--- src/rtl/nv_xfer_pkg.sv ---
package nv_xfer_pkg;

  typedef enum logic [1:0] {
    ST_OFF    = 2'd0,
    ST_READY  = 2'd1,
    ST_STORE  = 2'd2,
    ST_RECALL = 2'd3
  } xfer_state_t;

  function automatic int max3(input int a, input int b, input int c);
    int m;
    m = (a > b) ? a : b;
    return (m > c) ? m : c;
  endfunction

endpackage

--- src/rtl/nv_in_sync.sv ---
module nv_in_sync #(
  parameter int STAGES = 1
) (
  input  logic clk,
  input  logic rst,
  input  logic supply_raw,
  input  logic hw_n_raw,
  output logic supply_q,
  output logic hw_fall
);
  logic [1:0] pipe [STAGES+1];
  logic       hw_prev;

  assign pipe[0] = {supply_raw, ~hw_n_raw};

  for (genvar g = 0; g < STAGES; g++) begin : g_stage
    always_ff @(posedge clk) begin
      if (rst) pipe[g+1] <= 2'b00;
      else     pipe[g+1] <= pipe[g];
    end
  end

  always_ff @(posedge clk) begin
    if (rst) hw_prev <= 1'b0;
    else     hw_prev <= pipe[STAGES][0];
  end

  assign supply_q = pipe[STAGES][1];
  assign hw_fall  = pipe[STAGES][0] & ~hw_prev;
endmodule

--- src/rtl/nv_op_timer.sv ---
module nv_op_timer #(
  parameter int W = 8
) (
  input  logic         clk,
  input  logic         rst,
  input  logic         load,
  input  logic [W-1:0] load_val,
  output logic         done
);
  logic [W-1:0] cnt;

  always_ff @(posedge clk) begin
    if (rst)              cnt <= '0;
    else if (load)        cnt <= load_val;
    else if (cnt != '0)   cnt <= cnt - 1'b1;
  end

  assign done = (cnt == '0);
endmodule

--- src/rtl/nv_mode_flags.sv ---
module nv_mode_flags #(
  parameter bit AUTO_AT_RESET = 1'b1
) (
  input  logic clk,
  input  logic rst,
  input  logic cmd_ok,
  input  logic auto_off,
  input  logic auto_on,
  input  logic wr_seen,
  input  logic clr_dirty,
  output logic auto_en,
  output logic dirty
);
  always_ff @(posedge clk) begin
    if (rst)                    auto_en <= AUTO_AT_RESET;
    else if (cmd_ok && auto_off) auto_en <= 1'b0;
    else if (cmd_ok && auto_on)  auto_en <= 1'b1;
  end

  always_ff @(posedge clk) begin
    if (rst)            dirty <= 1'b0;
    else if (clr_dirty) dirty <= 1'b0;
    else if (wr_seen)   dirty <= 1'b1;
  end
endmodule

--- src/rtl/nv_xfer_seq.sv ---
module nv_xfer_seq
  import nv_xfer_pkg::*;
#(
  parameter int PU_RECALL_CYC = 40,
  parameter int STORE_CYC     = 30,
  parameter int SW_RECALL_CYC = 12,
  parameter int SYNC_STAGES   = 1
) (
  input  logic clk,
  input  logic rst,
  input  logic supply_ok,
  input  logic hw_store_n,
  input  logic access_pending,
  input  logic mem_write,
  input  logic sw_store,
  input  logic sw_recall,
  input  logic auto_off,
  input  logic auto_on,
  output logic busy,
  output logic store_act,
  output logic recall_act,
  output logic access_en
);
  localparam int MAX_CYC = max3(PU_RECALL_CYC, STORE_CYC, SW_RECALL_CYC);
  localparam int TW      = $clog2(MAX_CYC + 1);

  xfer_state_t   state, state_nxt;
  logic          sup_q, hw_fall;
  logic          hw_req, hw_take;
  logic          to_off, to_off_nxt;
  logic          tm_load, tm_done;
  logic [TW-1:0] tm_val;
  logic          auto_en, dirty, clr_dirty;
  logic          in_ready;

  nv_in_sync #(.STAGES(SYNC_STAGES)) u_sync (
    .clk(clk), .rst(rst), .supply_raw(supply_ok), .hw_n_raw(hw_store_n),
    .supply_q(sup_q), .hw_fall(hw_fall)
  );

  nv_op_timer #(.W(TW)) u_timer (
    .clk(clk), .rst(rst), .load(tm_load), .load_val(tm_val), .done(tm_done)
  );

  assign in_ready = (state == ST_READY);

  nv_mode_flags #(.AUTO_AT_RESET(1'b1)) u_flags (
    .clk(clk), .rst(rst), .cmd_ok(in_ready), .auto_off(auto_off),
    .auto_on(auto_on), .wr_seen(mem_write & access_en), .clr_dirty(clr_dirty),
    .auto_en(auto_en), .dirty(dirty)
  );

  always_comb begin
    state_nxt  = state;
    to_off_nxt = to_off;
    tm_load    = 1'b0;
    tm_val     = '0;
    clr_dirty  = 1'b0;
    hw_take    = 1'b0;
    unique case (state)
      ST_OFF: begin
        if (sup_q) begin
          state_nxt = ST_RECALL;
          tm_load   = 1'b1;
          tm_val    = TW'(PU_RECALL_CYC - 1);
        end
      end
      ST_READY: begin
        if (!sup_q) begin
          if (auto_en && dirty) begin
            state_nxt  = ST_STORE;
            to_off_nxt = 1'b1;
            tm_load    = 1'b1;
            tm_val     = TW'(STORE_CYC - 1);
          end else begin
            state_nxt = ST_OFF;
          end
        end else if (hw_req && !access_pending) begin
          hw_take = 1'b1;
          if (dirty) begin
            state_nxt  = ST_STORE;
            to_off_nxt = 1'b0;
            tm_load    = 1'b1;
            tm_val     = TW'(STORE_CYC - 1);
          end
        end else if (sw_store) begin
          state_nxt  = ST_STORE;
          to_off_nxt = 1'b0;
          tm_load    = 1'b1;
          tm_val     = TW'(STORE_CYC - 1);
        end else if (sw_recall) begin
          state_nxt = ST_RECALL;
          tm_load   = 1'b1;
          tm_val    = TW'(SW_RECALL_CYC - 1);
        end
      end
      ST_STORE: begin
        if (tm_done) begin
          clr_dirty = 1'b1;
          state_nxt = to_off ? ST_OFF : ST_READY;
        end
      end
      ST_RECALL: begin
        if (tm_done) begin
          clr_dirty = 1'b1;
          state_nxt = ST_READY;
        end
      end
      default: state_nxt = ST_OFF;
    endcase
  end

  always_ff @(posedge clk) begin
    if (rst) begin
      state  <= ST_OFF;
      to_off <= 1'b0;
      hw_req <= 1'b0;
    end else begin
      state  <= state_nxt;
      to_off <= to_off_nxt;
      if (!in_ready || hw_take) hw_req <= 1'b0;
      else if (hw_fall)         hw_req <= 1'b1;
    end
  end

  always_ff @(posedge clk) begin
    if (rst) begin
      busy       <= 1'b0;
      store_act  <= 1'b0;
      recall_act <= 1'b0;
      access_en  <= 1'b0;
    end else begin
      busy       <= (state_nxt == ST_STORE) || (state_nxt == ST_RECALL);
      store_act  <= (state_nxt == ST_STORE);
      recall_act <= (state_nxt == ST_RECALL);
      access_en  <= (state_nxt == ST_READY) && sup_q;
    end
  end
endmodule

--- config.mk ---
export PLATFORM = sky130hd
export DESIGN_NAME = nv_xfer_seq
export DESIGN_NICKNAME = d
export VERILOG_FILES = /design/src/rtl/nv_xfer_pkg.sv /design/src/rtl/nv_in_sync.sv /design/src/rtl/nv_op_timer.sv /design/src/rtl/nv_mode_flags.sv /design/src/rtl/nv_xfer_seq.sv
export SDC_FILE = /design/constraint.sdc
export NUM_CORES = 1
export LEC_CHECK = 0
export BUFFER_PORTS_ARGS = -buffer_cell sky130_fd_sc_hd__buf_2
export CAP_MARGIN = 20
export CORE_UTILIZATION = 50
export DETAILED_ROUTE_END_ITERATION = 8
export PLACE_DENSITY = 0.74
export SKIP_CTS_REPAIR_TIMING = 1
export SLEW_MARGIN = 25
export SYNTH_ARGS = -nofsm -noshare
export SYNTH_HDL_FRONTEND = slang
export SYNTH_HIERARCHICAL = 1
export SYNTH_SLANG_ARGS = --single-unit
--- constraint.sdc ---
create_clock -name clk -period 5.2 [get_ports clk]
set_input_delay 0.26 -clock clk [delete_from_list [all_inputs] [get_ports clk]]
set_output_delay 0.26 -clock clk [all_outputs]
set_load 0.01 [all_outputs]
==> flow_metrics.tcl, run 1 <==
set metrics [dict create \
    floorplan.initialDensity 0.549 \
    power.leakage_nw 0.426 \
    n_fill_cell 151 \
    synth_flop_cell "dfxtp_1" \
    stdcell_area_um2 1090 \
    synth_warnings 6 \
    post_drt_wl_per_cell_um 12.4 \
    report.final.slew_viol_count 0 \
    netlist_area_um2 980 \
    finish.utilization 0.612 \
    crit_arrival_ns 2.50 \
    num_io_pins 14 \
    grt_pass1_wl_um 3150 \
    criticalPathCategory "reg2reg" \
    clock_period_minus_final_worst_setup_slack_ns 2.29 \
    timing.hold.ws_ns 0.105 \
    gpl.final_weighted_congestion 0.925 \
    antenna_cells 0 \
    post_route_total_power_uw 510 \
    required_ns 5.41 \
    synthesis.instances 110 \
    std_cell_rows 15 \
    grt_util_all_layers 0.207 \
    slowest_delay_ns 0.58 \
    run_status "completed" \
    clock_insertion_delay_worst_skew_ns 0.30 \
    cap_violations 0 \
    power_density_over_cell_area_nw_per_um2 468 \
    drt_iter0_drc 21 \
    grt_start_max_net_pins 26 \
    clkSlewWorstSetupHoldPaths_ns 0.11 \
    route.vias.total 794 \
    ys_ff_latch 19 \
    clock_tree.root_cell "clkbuf_4" \
    worst_pin_slew_ns 0.698 \
    die_x_um 46.3 \
    totalWireLength_um 1840 \
    worstPathCellList "nand2b_1 > a311oi_1 > and2_1 > or2_1 > a21oi_1 > a221oi_2" \
    cts_htree_levels 1 \
    setup_violations 0 \
    count_of_flip_flops_with_a_built_in_enable_after_synthesis 0 \
    die-area_um2 2140 \
    rsz0062_at_grt "false" \
    fin_setup_tns_ns 0 \
    min_delay_path_depth 2 \
    fmaxAchievable_mhz 437 \
    ffs_w_async_s_r_synth 0 \
    core_region_area_um2 1780 \
    layout-drive-gt1-share 0.226 \
    startpoint_type "register" \
    finish.net_count 137 \
    ys_seq_area_frac 0.388 \
    r2r_cells 6 \
    timing.critical_path.slowest_stage_cell "a311oi_1" \
    cp-end-kind "register" \
    drt_pre_antenna_iters 4 \
    tritoncts_num_sinks 19 \
    timing.clock.skew_ns 0.00783 \
    antenna_found_initial 0 \
    slew_headroom 0.532 \
    final-hold-violation-count 0 \
    max-vdd-ir-drop_mv 0.257 \
    min_period_over_period 0.440 \
    critPathMaxFanout 13 \
    first_global_vias 730 \
    die-height_um 46.3 \
    cts_tree "yes" \
    placement.io_buffers 13 \
    route.detailed.drc 0 \
    synth_fp_nets 122 \
    via_per_inst 5.33 \
    globalRouteOverflowTotal 0 \
    timing.hold.worst.class "in2reg" \
    clk_path_buf_depth 2 \
    ant_nets 0 \
    synth.distinct_cells 39 \
    detailedPlacementHpwl_um 1340 \
    syn-mean-instance-area_um2 8.91 \
    post_dp_cell_area_um2 1060 \
    cts_made_buffers 3 \
    syn2layout_area_growth_pct 11.4 \
]
registers in the layout, summed over array words and instances, names as in the netlist:
name	count
u_sync/hw_prev	1
u_flags/auto_en	1
hw_req	1
u_timer/cnt	6
u_flags/dirty	1
busy	1
recall_act	1
u_sync/pipe	1
access_en	1
store_act	1
u_sync/supply_q	1
state	2
to_off	1
area by class of cell:
| class | instances | area [um^2] | share of cell area |
|---|---|---|---|
| Tap cell | 25 | 31.3 | 0.0287 |
| Clock buffer | 4 | 26.3 | 0.0241 |
| Sequential cell | 19 | 380 | 0.349 |
| Multi-Input combinational cell | 77 | 547 | 0.501 |
| Timing Repair Buffer | 13 | 65.1 | 0.0596 |
| Inverter | 11 | 41.3 | 0.0378 |
layout by cell type, fill, tap and decap left out, types with 2 or more instances in the layout:
| cell type | instances |
|---|---|
| and2_1 | 4 |
| nand2_1 | 6 |
| inv_1 | 10 |
| or3_1 | 2 |
| nand3_1 | 4 |
| nor3b_1 | 4 |
| a211oi_1 | 2 |
| clkbuf_4 | 3 |
| ha_1 | 2 |
| o22ai_1 | 3 |
| xnor2_1 | 3 |
| dfxtp_1 | 19 |
| a21oi_1 | 5 |
| or2_1 | 2 |
| nor2b_1 | 4 |
| nor2_1 | 7 |
| buf_2 | 13 |
| o221ai_1 | 2 |
| nand2b_1 | 4 |
| nor3_1 | 5 |
Yosys cell counts, types with 2 or more instances:
cell / count / area, um^2
nor2_1: 7 / 26.3
nand2_1: 6 / 22.5
clkbuf_1: 2 / 7.51
xnor2_1: 3 / 26.3
a211oi_1: 2 / 15.0
or3_1: 2 / 12.5
and2_1: 4 / 25.0
ha_1: 2 / 25.0
or2_1: 2 / 12.5
dfxtp_1: 19 / 380
o221ai_1: 2 / 17.5
nor3b_1: 4 / 30.0
o22ai_1: 3 / 18.8
nor3_1: 5 / 25.0
nor2b_1: 4 / 25.0
inv_1: 10 / 37.5
nand3_1: 4 / 20.0
nand2b_1: 4 / 25.0
a21oi_1: 5 / 25.0
final timing paths:
kind                             start                           to  slack (ns)
max                state[1]$_SDFF_PP0_  u_timer/cnt[5]$_SDFFE_PP0P_        2.91
min reg2reg  u_sync/pipe[0]$_SDFF_PP0_    u_sync/hw_prev$_SDFF_PP0_        0.47
min                         hw_store_n    u_sync/pipe[0]$_SDFF_PP0_        0.11
max reg2reg        state[1]$_SDFF_PP0_  u_timer/cnt[5]$_SDFFE_PP0P_        2.91
power by group:
group | internal, mW | switching, mW | total, mW
clock network | 0.0299 | 0.0451 | 0.0749
logic | 0.109 | 0.118 | 0.227
registers | 0.174 | 0.0339 | 0.208
metrics by stage:
step,cells,setup slack [ns]
floorplan,110,3.17
global placement,145,3.04
detailed placement,145,2.98
CTS,149,2.95
global route,149,2.77
finish,149,2.91
layer usage:
layer,vias up,share of wire,GRT usage
met1,366,0.49,0.293
met5,-,0,0
met4,0,0.0070,0.0765
met2,14,0.47,0.310
met3,2,0.025,0.0392
li1,412,-,-
logic make-up after synthesis:
group / share of synthesized area
AOI/OAI and AO/OA: 0.183
xor gates and xnor gates: 0.0268
adders and majority gates: 0.0255
buffers and inverters: 0.0536
DFF: 0.388
muxes: 0.0102
and+or+nand+nor: 0.313
critical path: cells and delay by family, from the launching register on:
kind	cells	cell delay [ns]
AND/OR/NAND/NOR	3	0.84
AO/OA/AOI/OAI	3	0.94
flip-flops	1	0.41
Note: power is estimated with default switching activity, not from simulation.
==> run 2: changes to the inputs <==
==> constraint.sdc (replaced) <==
create_clock -name clk -period 2.24 [get_ports clk]
set_input_delay 0.112 -clock clk [delete_from_list [all_inputs] [get_ports clk]]
set_output_delay 0.112 -clock clk [all_outputs]
set_load 0.01 [all_outputs]
==> run 2 against run 1 <==
Against the previous run: largest power group unchanged; hold slack got worse by 0.10 ns; combinational power grew 130%; flip-flop and latch count unchanged; routed wire length shrank 2.5%; critical path type unchanged; clock power grew 120%.
==> flow_metrics.tcl, run 2 (synthesized netlist as in run 1, its figures left out) <==
set metrics [dict create \
    n_fill_cell 157 \
    timing.critical_path.depth 6 \
    core_region_area_um2 1780 \
    worstPathCellList "nor2b_1 > or4_4 > and2_1 > or2_1 > or3_1 > o221ai_1" \
    gpl.final_weighted_congestion 0.874 \
    crit_arrival_ns 2.31 \
    timing.critical_path.slowest_stage_cell "or4_4" \
    stdcell_area_um2 1120 \
    delay_heaviest_family_cp "simple AND/OR/NAND/NOR gates" \
    clock_period_minus_final_worst_setup_slack_ns 2.10 \
    totalWireLength_um 1800 \
    cts_htree_levels 1 \
    r2r_cells 6 \
    min_delay_path_depth 2 \
    rsz0062_at_grt "false" \
    antenna_cells 0 \
    detailedPlacementHpwl_um 1340 \
    fin_setup_tns_ns 0 \
    finish.net_count 141 \
    timing.clock.skew_ns 0.00131 \
    required_ns 2.45 \
    power_density_over_cell_area_nw_per_um2 1040 \
    fmaxAchievable_mhz 476 \
    die-height_um 46.3 \
    power.leakage_nw 0.446 \
    tritoncts_num_sinks 19 \
    setup_violations 0 \
    std_cell_rows 15 \
    drt_pre_antenna_iters 4 \
    timing.hold.ws_ns 0.00526 \
    min_period_over_period 0.938 \
    regs_by_ff_count "u_timer/cnt: 6 flops, state: 2 flops" \
    cts_tree "yes" \
    num_io_pins 14 \
    register_area_um2 380 \
    first_global_vias 671 \
    largest_register_ff_count 6 \
    grt_start_max_net_pins 26 \
    startpoint_type "register" \
    globalRouteOverflowTotal 0 \
    layout.cells.most_common_list "19 x dfxtp_1, 13 x buf_2, 10 x inv_1" \
    ant_nets 0 \
    layout_commonest_cell "dfxtp_1" \
    clk_path_buf_depth 2 \
    slew_headroom 0.716 \
    largest_register_by_flop_count "u_timer/cnt" \
    via_per_inst 5.24 \
    drt_iter0_drc 16 \
    cp-end-kind "register" \
    grt_pass1_wl_um 2840 \
    multi_input_area_um2 547 \
    clock_insertion_delay_worst_skew_ns 0.29 \
    cap_violations 0 \
    slowest_delay_ns 0.44 \
    syn2layout_area_growth_pct 14.7 \
    critPathMaxFanout 10 \
    report.final.slew_viol_count 0 \
    post_dp_cell_area_um2 1090 \
    max-vdd-ir-drop_mv 0.753 \
    route.detailed.drc 0 \
    grt_util_all_layers 0.191 \
    worst_pin_slew_ns 0.426 \
    run_status "completed" \
    placement.io_buffers 13 \
    criticalPathCategory "reg2reg" \
    floorplan.initialDensity 0.549 \
    cts_made_buffers 3 \
    post_drt_wl_per_cell_um 11.8 \
    die_x_um 46.3 \
    antenna_found_initial 0 \
    route.vias.total 801 \
    clock_tree.root_cell "clkbuf_4" \
    final-hold-violation-count 0 \
    clkSlewWorstSetupHoldPaths_ns 0.10 \
    timing.hold.worst.class "in2reg" \
    critical_path_buf_inv_count 0 \
    die-area_um2 2140 \
    layout-drive-gt1-share 0.242 \
]
run 2: worst reg2reg max path, delay by kind of cell (launching register included):
| kind | cells | cell delay [ns] |
|---|---|---|
| flops | 1 | 0.33 |
| simple gates | 5 | 1.52 |
| compound gates | 1 | 0.17 |
run 2: path summary, 6_finish.rpt:
kind / startpoint / slack, ns / endpoint
max: hw_req$_SDFFE_PP0P_ / 0.14 / u_timer/cnt[1]$_SDFFE_PP0P_
min: auto_off / 0.005 / u_flags/auto_en$_SDFFE_PP1P_
max reg2reg: hw_req$_SDFFE_PP0P_ / 0.14 / u_timer/cnt[1]$_SDFFE_PP0P_
min reg2reg: u_sync/pipe[0]$_SDFF_PP0_ / 0.47 / u_sync/hw_prev$_SDFF_PP0_
run 2: per-stage QoR:
stage                util  setup slack [ns]  total power, mW  cells
floorplan               -             0.206            0.905    110
global placement    0.610             0.221            0.999    148
detailed placement  0.610             0.166             1.02    148
CTS                 0.625             0.141             1.19    152
global route        0.630            0.0578             1.28    153
finish              0.630             0.139             1.17    153
run 2: area by class of cell:
cell class / count / area share
multi-input cells: 77 / 0.487
repair buffers: 17 / 0.0869
flip-flops and latches: 19 / 0.339
clock buffers: 4 / 0.0234
inverters: 11 / 0.0367
well taps: 25 / 0.0278
run 2: per-layer routing:
| layer | GRT usage | part of all wire |
|---|---|---|
| met4 | 0.0529 | 0.0067 |
| met5 | 0 | 0 |
| met3 | 0.0706 | 0.034 |
| met2 | 0.296 | 0.46 |
| met1 | 0.247 | 0.50 |
run 2: report_power, final:
group / total [mW] / switching [mW] / internal [mW] / leakage [nW]
clock: 0.165 / 0.0959 / 0.0692 / 0.0150
combinational: 0.530 / 0.272 / 0.258 / 0.275
sequential: 0.477 / 0.0734 / 0.404 / 0.156
total: 1.17 / 0.441 / 0.731 / 0.446
==> run 3: changes to the inputs <==
--- a/config.mk
+++ b/config.mk
@@ -9,7 +9,7 @@
 export CAP_MARGIN = 20
 export CORE_UTILIZATION = 50
 export DETAILED_ROUTE_END_ITERATION = 8
-export PLACE_DENSITY = 0.74
+export PLACE_DENSITY = 0.71
 export SKIP_CTS_REPAIR_TIMING = 1
 export SLEW_MARGIN = 25
 export SYNTH_ARGS = -nofsm -noshare
==> run 3 against run 2 <==
Against the previous run: register-to-register slack better by 0.06 ns; routed wire length grew 6.4%; critical path depth grew 2; flip-flop and latch count unchanged; largest power group unchanged; global-route usage rose by 2.6 points; critical path type unchanged.
==> flow_metrics.tcl, run 3 (synthesized netlist as in run 1, its figures left out) <==
set metrics [dict create \
    run_status "completed" \
    crit_arrival_ns 2.26 \
    criticalPathCategory "reg2reg" \
    clk_path_buf_depth 2 \
    via_per_inst 5.22 \
    die_x_um 46.3 \
    core_region_area_um2 1780 \
    fin_setup_tns_ns 0 \
    globalRouteOverflowTotal 0 \
    route.vias.total 804 \
    final-hold-violation-count 0 \
    clock_insertion_delay_worst_skew_ns 0.29 \
    slew_headroom 0.716 \
    min_period_over_period 0.910 \
    grt_util_all_layers 0.217 \
    power.leakage_nw 0.453 \
    startpoint_type "register" \
    grt_start_max_net_pins 26 \
    post-place-ws_ns 0.160 \
    regs_by_ff_count "u_timer/cnt: 6 flops, state: 2 flops" \
    cap_violations 0 \
    layout.cells.most_common_list "19 x dfxtp_1, 13 x buf_2, 10 x inv_1" \
    cts_htree_levels 1 \
    drt_iter0_drc 12 \
    power_density_over_cell_area_nw_per_um2 1050 \
    setup_violations 0 \
    required_ns 2.46 \
    rsz0062_at_grt "false" \
    layout_commonest_cell "dfxtp_1" \
    std_cell_rows 15 \
    finish.net_count 142 \
    tritoncts_num_sinks 19 \
    cts_made_buffers 3 \
    route.detailed.drc 0 \
    timing.hold.worst.class "in2reg" \
    num_io_pins 14 \
    largest_register_ff_count 6 \
    first_global_vias 773 \
    antenna_found_initial 0 \
    gpl.final_weighted_congestion 0.845 \
    die-height_um 46.3 \
    fin_ws_ns 0.202 \
    floorplan.initialDensity 0.549 \
    totalWireLength_um 1910 \
    ant_nets 0 \
    post_route_total_power_mw 1.19 \
    post_dp_cell_area_um2 1090 \
    clock_tree.root_cell "clkbuf_4" \
    stdcell_area_um2 1140 \
    placement.io_buffers 13 \
    largest_register_by_flop_count "u_timer/cnt" \
    finish.utilization 0.638 \
    clkSlewWorstSetupHoldPaths_ns 0.11 \
    timing.clock.skew_ns 0.00673 \
    critPathMaxFanout 9 \
    layout-drive-gt1-share 0.256 \
    syn2layout_area_growth_pct 16.1 \
    detailedPlacementHpwl_um 1420 \
    fmaxAchievable_mhz 491 \
    grt_pass1_wl_um 3310 \
    max-vdd-ir-drop_mv 0.592 \
    cp-end-kind "register" \
    cts_tree "yes" \
    post_drt_wl_per_cell_um 12.4 \
    report.final.slew_viol_count 0 \
    clock_period_minus_final_worst_setup_slack_ns 2.04 \
    die-area_um2 2140 \
    worst_pin_slew_ns 0.426 \
    antenna_cells 0 \
    drt_pre_antenna_iters 4 \
]
==> run 3: changes by cell type in the layout (fill, tap and decap cells not counted) <==
cell           change
clkbuf_1           -1
clkinv_2           +1
dlygate4sd3_1      +1
or2_1              -1
or2_4              +1
==> run 3: layout make-up <==
type	instances	area, um^2
Sequential cell	19	380
Timing Repair Buffer	18	108
Tap cell	25	31.3
Clock buffer	3	22.5
Fill cell	159	646
Inverter	11	41.3
Clock inverter	1	5.00
Multi-Input combinational cell	77	549
==> run 3: metrics by stage <==
| stage | hold WS, ns | cells |
|---|---|---|
| after floorplan | 0.179 | 110 |
| after global placement | 0.267 | 148 |
| after detailed placement | 0.271 | 148 |
| after CTS | -0.0558 | 152 |
| after global routing | 0.0560 | 154 |
| final | 0.0295 | 154 |
==> run 3: final timing paths <==
kind | startpoint | end | slack (ns) | cells after the start
hold reg to reg | u_sync/pipe[0]$_SDFF_PP0_ | u_sync/hw_prev$_SDFF_PP0_ | 0.47 | 1
setup / recovery | hw_req$_SDFFE_PP0P_ | u_timer/cnt[0]$_SDFFE_PP0P_ | 0.20 | 8
hold / removal | supply_ok | u_sync/supply_q$_SDFF_PP0_ | 0.03 | 2
setup reg to reg | hw_req$_SDFFE_PP0P_ | u_timer/cnt[0]$_SDFFE_PP0P_ | 0.20 | 8
==> run 3: routing by layer <==
layer | routed length [um] | track usage | share of wire
met1 | 877 | 0.273 | 0.46
met2 | 980 | 0.366 | 0.51
met3 | 31 | 0.0235 | 0.016
met4 | 25 | 0.100 | 0.013
met5 | 0 | 0 | 0
==> run 3: report_power, final <==
group	switching, mW	leakage [nW]	total, mW	internal (mW)
combinational	0.278	0.279	0.539	0.261
clock	0.106	0.0177	0.172	0.0664
sequential	0.0754	0.156	0.479	0.404
==> run 3: critical path: stages (launching register included) <==
cell and delay [ns]:
dfxtp_1 0.34, nor2b_1 0.16, or4_4 0.44, and2_1 0.19, or2_4 0.27, buf_4 0.16
nor3b_1 0.22, nand3_1 0.10, o221ai_1 0.08
